===== src/rtl/pwm_pkg.sv =====
package pwm_pkg;

   typedef enum logic [1:0] {
      ACT_KEEP   = 2'd0,
      ACT_LOW    = 2'd1,
      ACT_HIGH   = 2'd2,
      ACT_TOGGLE = 2'd3
   } act_e;

   typedef enum logic [1:0] {
      MODE_HALT = 2'd0,
      MODE_UP   = 2'd1,
      MODE_DOWN = 2'd2,
      MODE_UPDN = 2'd3
   } mode_e;

   // bit offsets of each code inside a generator action word
   localparam int ACT_W        = 2;
   localparam int OFS_ZERO     = 0;
   localparam int OFS_PERIOD   = 2;
   localparam int OFS_CMPA_UP  = 4;
   localparam int OFS_CMPA_DN  = 6;
   localparam int OFS_CMPB_UP  = 8;
   localparam int OFS_CMPB_DN  = 10;
   localparam int ACT_WORD_W   = 12;

   // event vector positions
   localparam int EV_ZERO   = 0;
   localparam int EV_PERIOD = 1;
   localparam int EV_CMPA   = 2;
   localparam int EV_CMPB   = 3;
   localparam int EV_N      = 4;

   function automatic logic apply_act(input act_e code, input logic lvl);
      case (code)
         ACT_LOW:    apply_act = 1'b0;
         ACT_HIGH:   apply_act = 1'b1;
         ACT_TOGGLE: apply_act = ~lvl;
         default:    apply_act = lvl;
      endcase
   endfunction

endpackage


===== src/rtl/pwm_prescaler.sv =====
module pwm_prescaler #(
   parameter int PSC_W = 8
) (
   input  logic             clk,
   input  logic             rst_n,
   input  logic             enable,
   input  logic [PSC_W-1:0] div,
   output logic             tick
);
   logic [PSC_W-1:0] div_cnt;

   assign tick = enable && (div_cnt >= div);

   always_ff @(posedge clk or negedge rst_n) begin
      if (!rst_n) begin
         div_cnt <= '0;
      end else if (enable) begin
         if (tick) div_cnt <= '0;
         else      div_cnt <= div_cnt + PSC_W'(1);
      end
   end
endmodule


===== src/rtl/pwm_counter.sv =====
module pwm_counter
   import pwm_pkg::*;
#(
   parameter int CNT_W = 16
) (
   input  logic             clk,
   input  logic             rst_n,
   input  logic             tick,
   input  logic [1:0]       mode,
   input  logic [CNT_W-1:0] period,
   input  logic [CNT_W-1:0] cmp_a,
   input  logic [CNT_W-1:0] cmp_b,
   input  logic             sync_load,
   input  logic [CNT_W-1:0] phase,
   output logic [CNT_W-1:0] cnt_q,
   output logic [EV_N-1:0]  ev_q,
   output logic             ev_down_q
);
   localparam logic [CNT_W-1:0] ONE = CNT_W'(1);

   logic             dir_down_q;
   logic [CNT_W-1:0] nxt_cnt;
   logic             nxt_dir_down;
   logic             step_down;
   logic [EV_N-1:0]  hit;

   always_comb begin
      nxt_cnt      = cnt_q;
      nxt_dir_down = dir_down_q;
      step_down    = 1'b0;
      case (mode_e'(mode))
         MODE_UP: begin
            nxt_cnt      = (cnt_q >= period) ? '0 : cnt_q + ONE;
            nxt_dir_down = 1'b0;
         end
         MODE_DOWN: begin
            nxt_cnt      = (cnt_q == '0 || cnt_q > period) ? period : cnt_q - ONE;
            nxt_dir_down = 1'b1;
            step_down    = 1'b1;
         end
         MODE_UPDN: begin
            if (!dir_down_q) begin
               if (cnt_q >= period) begin
                  nxt_cnt      = (period == '0) ? '0 : period - ONE;
                  nxt_dir_down = 1'b1;
                  step_down    = 1'b1;
               end else begin
                  nxt_cnt = cnt_q + ONE;
               end
            end else begin
               if (cnt_q == '0) begin
                  nxt_cnt      = (period == '0) ? '0 : ONE;
                  nxt_dir_down = 1'b0;
               end else begin
                  nxt_cnt   = cnt_q - ONE;
                  step_down = 1'b1;
               end
            end
         end
         default: ;
      endcase
   end

   always_comb begin
      hit            = '0;
      hit[EV_ZERO]   = (nxt_cnt == '0);
      hit[EV_PERIOD] = (nxt_cnt == period);
      hit[EV_CMPA]   = (nxt_cnt == cmp_a);
      hit[EV_CMPB]   = (nxt_cnt == cmp_b);
   end

   always_ff @(posedge clk or negedge rst_n) begin
      if (!rst_n) begin
         cnt_q      <= '0;
         dir_down_q <= 1'b0;
         ev_q       <= '0;
         ev_down_q  <= 1'b0;
      end else if (sync_load) begin
         cnt_q <= phase;
         ev_q  <= '0;
      end else if (tick) begin
         cnt_q      <= nxt_cnt;
         dir_down_q <= nxt_dir_down;
         ev_q       <= hit;
         ev_down_q  <= step_down;
      end else begin
         ev_q <= '0;
      end
   end
endmodule


===== src/rtl/pwm_action_gen.sv =====
module pwm_action_gen
   import pwm_pkg::*;
(
   input  logic                  clk,
   input  logic                  rst_n,
   input  logic [EV_N-1:0]       ev,
   input  logic                  ev_down,
   input  logic [ACT_WORD_W-1:0] act_word,
   output logic                  level
);
   act_e sel_code;

   // fixed priority: period, zero, compare B, compare A
   always_comb begin
      if (ev[EV_PERIOD])
         sel_code = act_e'(act_word[OFS_PERIOD +: ACT_W]);
      else if (ev[EV_ZERO])
         sel_code = act_e'(act_word[OFS_ZERO +: ACT_W]);
      else if (ev[EV_CMPB])
         sel_code = act_e'(ev_down ? act_word[OFS_CMPB_DN +: ACT_W]
                                   : act_word[OFS_CMPB_UP +: ACT_W]);
      else if (ev[EV_CMPA])
         sel_code = act_e'(ev_down ? act_word[OFS_CMPA_DN +: ACT_W]
                                   : act_word[OFS_CMPA_UP +: ACT_W]);
      else
         sel_code = ACT_KEEP;
   end

   always_ff @(posedge clk or negedge rst_n) begin
      if (!rst_n) level <= 1'b0;
      else        level <= apply_act(sel_code, level);
   end
endmodule


===== src/rtl/pwm_tbase_gen.sv =====
module pwm_tbase_gen
   import pwm_pkg::*;
#(
   parameter int CNT_W = 16,
   parameter int PSC_W = 8
) (
   input  logic                  clk,
   input  logic                  rst_n,
   input  logic                  cfg_run,
   input  logic [1:0]            cfg_mode,
   input  logic [PSC_W-1:0]      cfg_prescale,
   input  logic [CNT_W-1:0]      cfg_period,
   input  logic [CNT_W-1:0]      cfg_cmp_a,
   input  logic [CNT_W-1:0]      cfg_cmp_b,
   input  logic [ACT_WORD_W-1:0] cfg_act_a,
   input  logic [ACT_WORD_W-1:0] cfg_act_b,
   input  logic                  cfg_sync_en,
   input  logic [CNT_W-1:0]      cfg_phase,
   input  logic                  sync_in,
   output logic                  pwm_a,
   output logic                  pwm_b,
   output logic                  ev_zero,
   output logic                  ev_period,
   output logic                  ev_cmp_a,
   output logic                  ev_cmp_b,
   output logic [CNT_W-1:0]      count_o
);
   localparam int N_GEN = 2;

   if (CNT_W < 2 || CNT_W > 32) begin : g_bad_cnt_w
      $error("pwm_tbase_gen: CNT_W must lie in 2..32");
   end
   if (PSC_W < 1 || PSC_W > 16) begin : g_bad_psc_w
      $error("pwm_tbase_gen: PSC_W must lie in 1..16");
   end

   logic                  run_active;
   logic                  tick;
   logic                  sync_load;
   logic [EV_N-1:0]       ev;
   logic                  ev_down;
   logic [ACT_WORD_W-1:0] act_words [N_GEN];
   logic [N_GEN-1:0]      levels;

   assign run_active = cfg_run && (mode_e'(cfg_mode) != MODE_HALT);
   assign sync_load  = cfg_sync_en && sync_in;

   pwm_prescaler #(.PSC_W(PSC_W)) u_psc (
      .clk    (clk),
      .rst_n  (rst_n),
      .enable (run_active),
      .div    (cfg_prescale),
      .tick   (tick)
   );

   pwm_counter #(.CNT_W(CNT_W)) u_cnt (
      .clk       (clk),
      .rst_n     (rst_n),
      .tick      (tick),
      .mode      (cfg_mode),
      .period    (cfg_period),
      .cmp_a     (cfg_cmp_a),
      .cmp_b     (cfg_cmp_b),
      .sync_load (sync_load),
      .phase     (cfg_phase),
      .cnt_q     (count_o),
      .ev_q      (ev),
      .ev_down_q (ev_down)
   );

   assign act_words[0] = cfg_act_a;
   assign act_words[1] = cfg_act_b;

   for (genvar g = 0; g < N_GEN; g++) begin : g_gen
      pwm_action_gen u_act (
         .clk      (clk),
         .rst_n    (rst_n),
         .ev       (ev),
         .ev_down  (ev_down),
         .act_word (act_words[g]),
         .level    (levels[g])
      );
   end

   assign pwm_a     = levels[0];
   assign pwm_b     = levels[1];
   assign ev_zero   = ev[EV_ZERO];
   assign ev_period = ev[EV_PERIOD];
   assign ev_cmp_a  = ev[EV_CMPA];
   assign ev_cmp_b  = ev[EV_CMPB];
endmodule


===== config.mk =====
export PLATFORM = sky130hd
export DESIGN_NAME = pwm_tbase_gen
export DESIGN_NICKNAME = d
export VERILOG_FILES = /design/src/rtl/pwm_pkg.sv /design/src/rtl/pwm_prescaler.sv /design/src/rtl/pwm_counter.sv /design/src/rtl/pwm_action_gen.sv /design/src/rtl/pwm_tbase_gen.sv
export SDC_FILE = /design/constraint.sdc
export NUM_CORES = 1
export LEC_CHECK = 0
export BUFFER_PORTS_ARGS = -buffer_cell sky130_fd_sc_hd__buf_4
export CAP_MARGIN = 0
export CORE_UTILIZATION = 45
export CTS_CLUSTER_SIZE = 8
export DETAILED_ROUTE_END_ITERATION = 7
export PLACE_DENSITY_LB_ADDON = 0.2
export SYNTH_ARGS = -nofsm -noshare
export SYNTH_HDL_FRONTEND = slang
export SYNTH_SLANG_ARGS = --single-unit
export TNS_END_PERCENT = 30

===== constraint.sdc =====
create_clock -name clk -period 4 [get_ports clk]
set_clock_uncertainty 0.1 [all_clocks]
set_input_delay 0.6 -clock clk [delete_from_list [all_inputs] [get_ports clk]]
set_output_delay 0.6 -clock clk [all_outputs]
set_load 0.05 [all_outputs]

==> results.cfg <==
[pwr]
total_leakage_power_nw = 3.28
peakVddDrop_v = 0.000393
powerDensity_nw_per_um2 = 488

[critical_path]
cp.arrival_ps = 4050
slowest_stage = or4b_1
critPathMaxFanout = 6
cp.required_ps = 4080
critPathTopFamily = simple AND/OR/NAND/NOR gates
cp_common_cell = buf_4
path_cells = inv_1, ha_2, or4b_1, nor4_4, buf_4, nand2b_1, o31ai_2, buf_4, a211oi_2, nor2_1, buf_4, a32oi_1, o221a_2, nand4_1, nor4_2
crit_type = flop to flop
end_kind = flop
worst_setup_path_start_kind = flop
slowest_delay_ps = 500
path_buf_inv = 4

[die]
die_h_microns = 110
dieArea_sq_um = 12000
core_area_sq_um = 11100
row_count = 38
io_pins = 125
start_util_pct = 47.0
die_w_microns = 110

[clock_tree]
clkSinkCount = 32
cts.clk_slew.worst_paths_ps = 60
hold_buffers = 0
clockBufferDepth = 2
cts_buffers = 5
insertion_delay_ps = 300
ctsRootBufferMaster = clkbuf_16
cts_tree = built
h-tree-depth = 2

[global_route]
grt_usage_pct = 43.2
antenna_found_initial = 0
grt.overflow.total = 0
grt_start_max_net_pins = 34
grt_pass1_vias = 6623
grt_pass1_wl_microns = 37700

[cells_and_area]
drive_above_1_share_pct = 34.3
finalInstanceArea_sq_um = 7330
area_delta_synth_final_pct = 40.8
final_util_pct = 66.2
stdcell_count = 1068
nets = 1058
n_antenna_cell = 0

[synth]
synth_edf_count = 0
synth_area_sq_um = 5210
synth_top_area_cell = dfrtp_1
syn-num-nets = 839
synthCells = 708
synth-seq-cells = 32
synth_top_area_share_pct = 15.4
synth_common_cells = nor2_1 (84), a21oi_1 (56), nand2_1 (43)
async_flop_share_pct = 100
synth_ff_type = dfrtp_1
synth.area.top_cells = dfrtp_1 (15%), ha_1 (6.7%), nor2_1 (6.1%)
synth_cell_types = 88
synthMostInstantiatedCell = nor2_1
avgSynthCellArea_sq_um = 7.36
synth_seq_area_share_pct = 15.4
yosys_warnings = 0

[placed_design]
numPortBuffers = 124
dp_hpwl_microns = 21200
placedCellCount = 1059
place_area_sq_um = 7080
gp_congestion = 1.14

[drt]
drt_iter0_drc = 1113
drc_errors = 0
wl_per_cell_microns = 24.2
dr.pass1.iters = 8
wl_microns = 25800
ant_nets = 0
vias_per_cell = 6.68
vias = 7129

[timing]
fin_crit_ps = 3970
relSlewSlack_pct = 45.1
finalHoldViolCount = 0
worstMarginPinSlew_ps = 815
drv_slew = 0
fmax_mhz = 252
setup_violations = 0
final.period_utilization_pct = 99.2

[flow_run]
maxCapViolations = 0

[worst_hold_path]
hp-class = input pin to asynchronous set/reset pin

[status]
status = complete, no violations
[cells by family after synthesis]
kind of cell / synth area share, %
flops: 15.4
mux: 4.88
simple gates: 27.7
compound gates: 30.0
buf+inv: 6.39
xor+xnor: 8.91
fa+ha+maj: 6.72
[cell type report]
class                   instances  area (sq um)
well taps                     140           175
fillers                       976          3740
clock inverters                 3          46.3
inverters                      42           158
multi-input cells             596          4150
clock buffers                   5           125
flip-flops and latches         32           802
repair buffers                250          1880
[worst paths after layout]
check,start,endpoint,slack [ps],cells after the start
max,u_cnt.cnt_q[1]$_DFFE_PN0P_,u_cnt.ev_q[2]$_DFF_PN0_,30,15
min,rst_n,u_cnt.cnt_q[2]$_DFFE_PN0P_,140,1
max reg2reg,u_cnt.cnt_q[1]$_DFFE_PN0P_,u_cnt.ev_q[2]$_DFF_PN0_,30,15
min reg2reg,u_cnt.ev_q[1]$_DFF_PN0_,g_gen[0].u_act.level$_DFFE_PN0P_,450,1
max in group asynchronous,rst_n,u_cnt.cnt_q[1]$_DFFE_PN0P_,3330,1
min in group clk,cfg_phase[11],u_cnt.cnt_q[11]$_DFFE_PN0P_,410,2
[metal layers]
metal | up-vias | routed length (microns) | GRT usage (%)
li1 | 3126 | - | -
met1 | 3229 | 9710 | 55.1
met2 | 624 | 10500 | 61.5
met3 | 150 | 3730 | 14.9
met4 | 0 | 1890 | 27.4
met5 | - | 0 | 0
[metrics by stage]
step | setup slack (ps) | hold slack [ps] | setup TNS (ps) | total power [mW]
final | 30.4 | 143 | 0 | 3.58
after global routing | -94.8 | 180 | -107 | 3.70
after CTS | 101 | 160 | 0 | 3.43
after detailed placement | -118 | 434 | -118 | 2.95
after global placement | -64.2 | 418 | -114 | 2.93
after floorplan | 202 | 204 | 0 | 1.89
[power breakdown]
| part | leakage (nW) | internal [mW] | total, mW | switching [mW] |
|---|---|---|---|---|
| logic | 2.81 | 1.03 | 2.52 | 1.49 |
| clock network | 0.0804 | 0.296 | 0.466 | 0.170 |
| registers | 0.385 | 0.402 | 0.592 | 0.190 |
[what timing repair did]
action                                  in CTS  in global routing
pin swaps                                    0                  3
buffers inserted                             0                  1
endpoints found under the setup margin       1                  4
gates resized for setup                      1                 15
[placed cells by master, fill, tap and decap left out, types with 6 or more instances in the layout]
master    instances
or2_2             7
nor2_1           83
a211oi_1         11
inv_1            41
o211ai_1          9
nor2b_1           6
nand4_1          20
xnor2_1          30
a22o_1            7
a21o_1            6
a21oi_1          56
dfrtp_1          31
nor4_1           14
ha_1             27
nand2_1          43
nor3_1           27
mux2_2            9
o221ai_1          7
or3_1             7
nand2b_1          7
buf_4           250
mux2i_1          13
nand3_1          26
o21ai_0          33
xor2_1           23
a311oi_1          6
[registers in the layout (all words and copies together), names as in the netlist]
signal             cells
u_cnt.dir_down_q       1
u_cnt.ev_q             4
u_psc.div_cnt          8
u_cnt.ev_down_q        1
u_cnt.cnt_q           16
g_gen.u_act.level      2
Note: power is estimated with default switching activity, not from simulation.
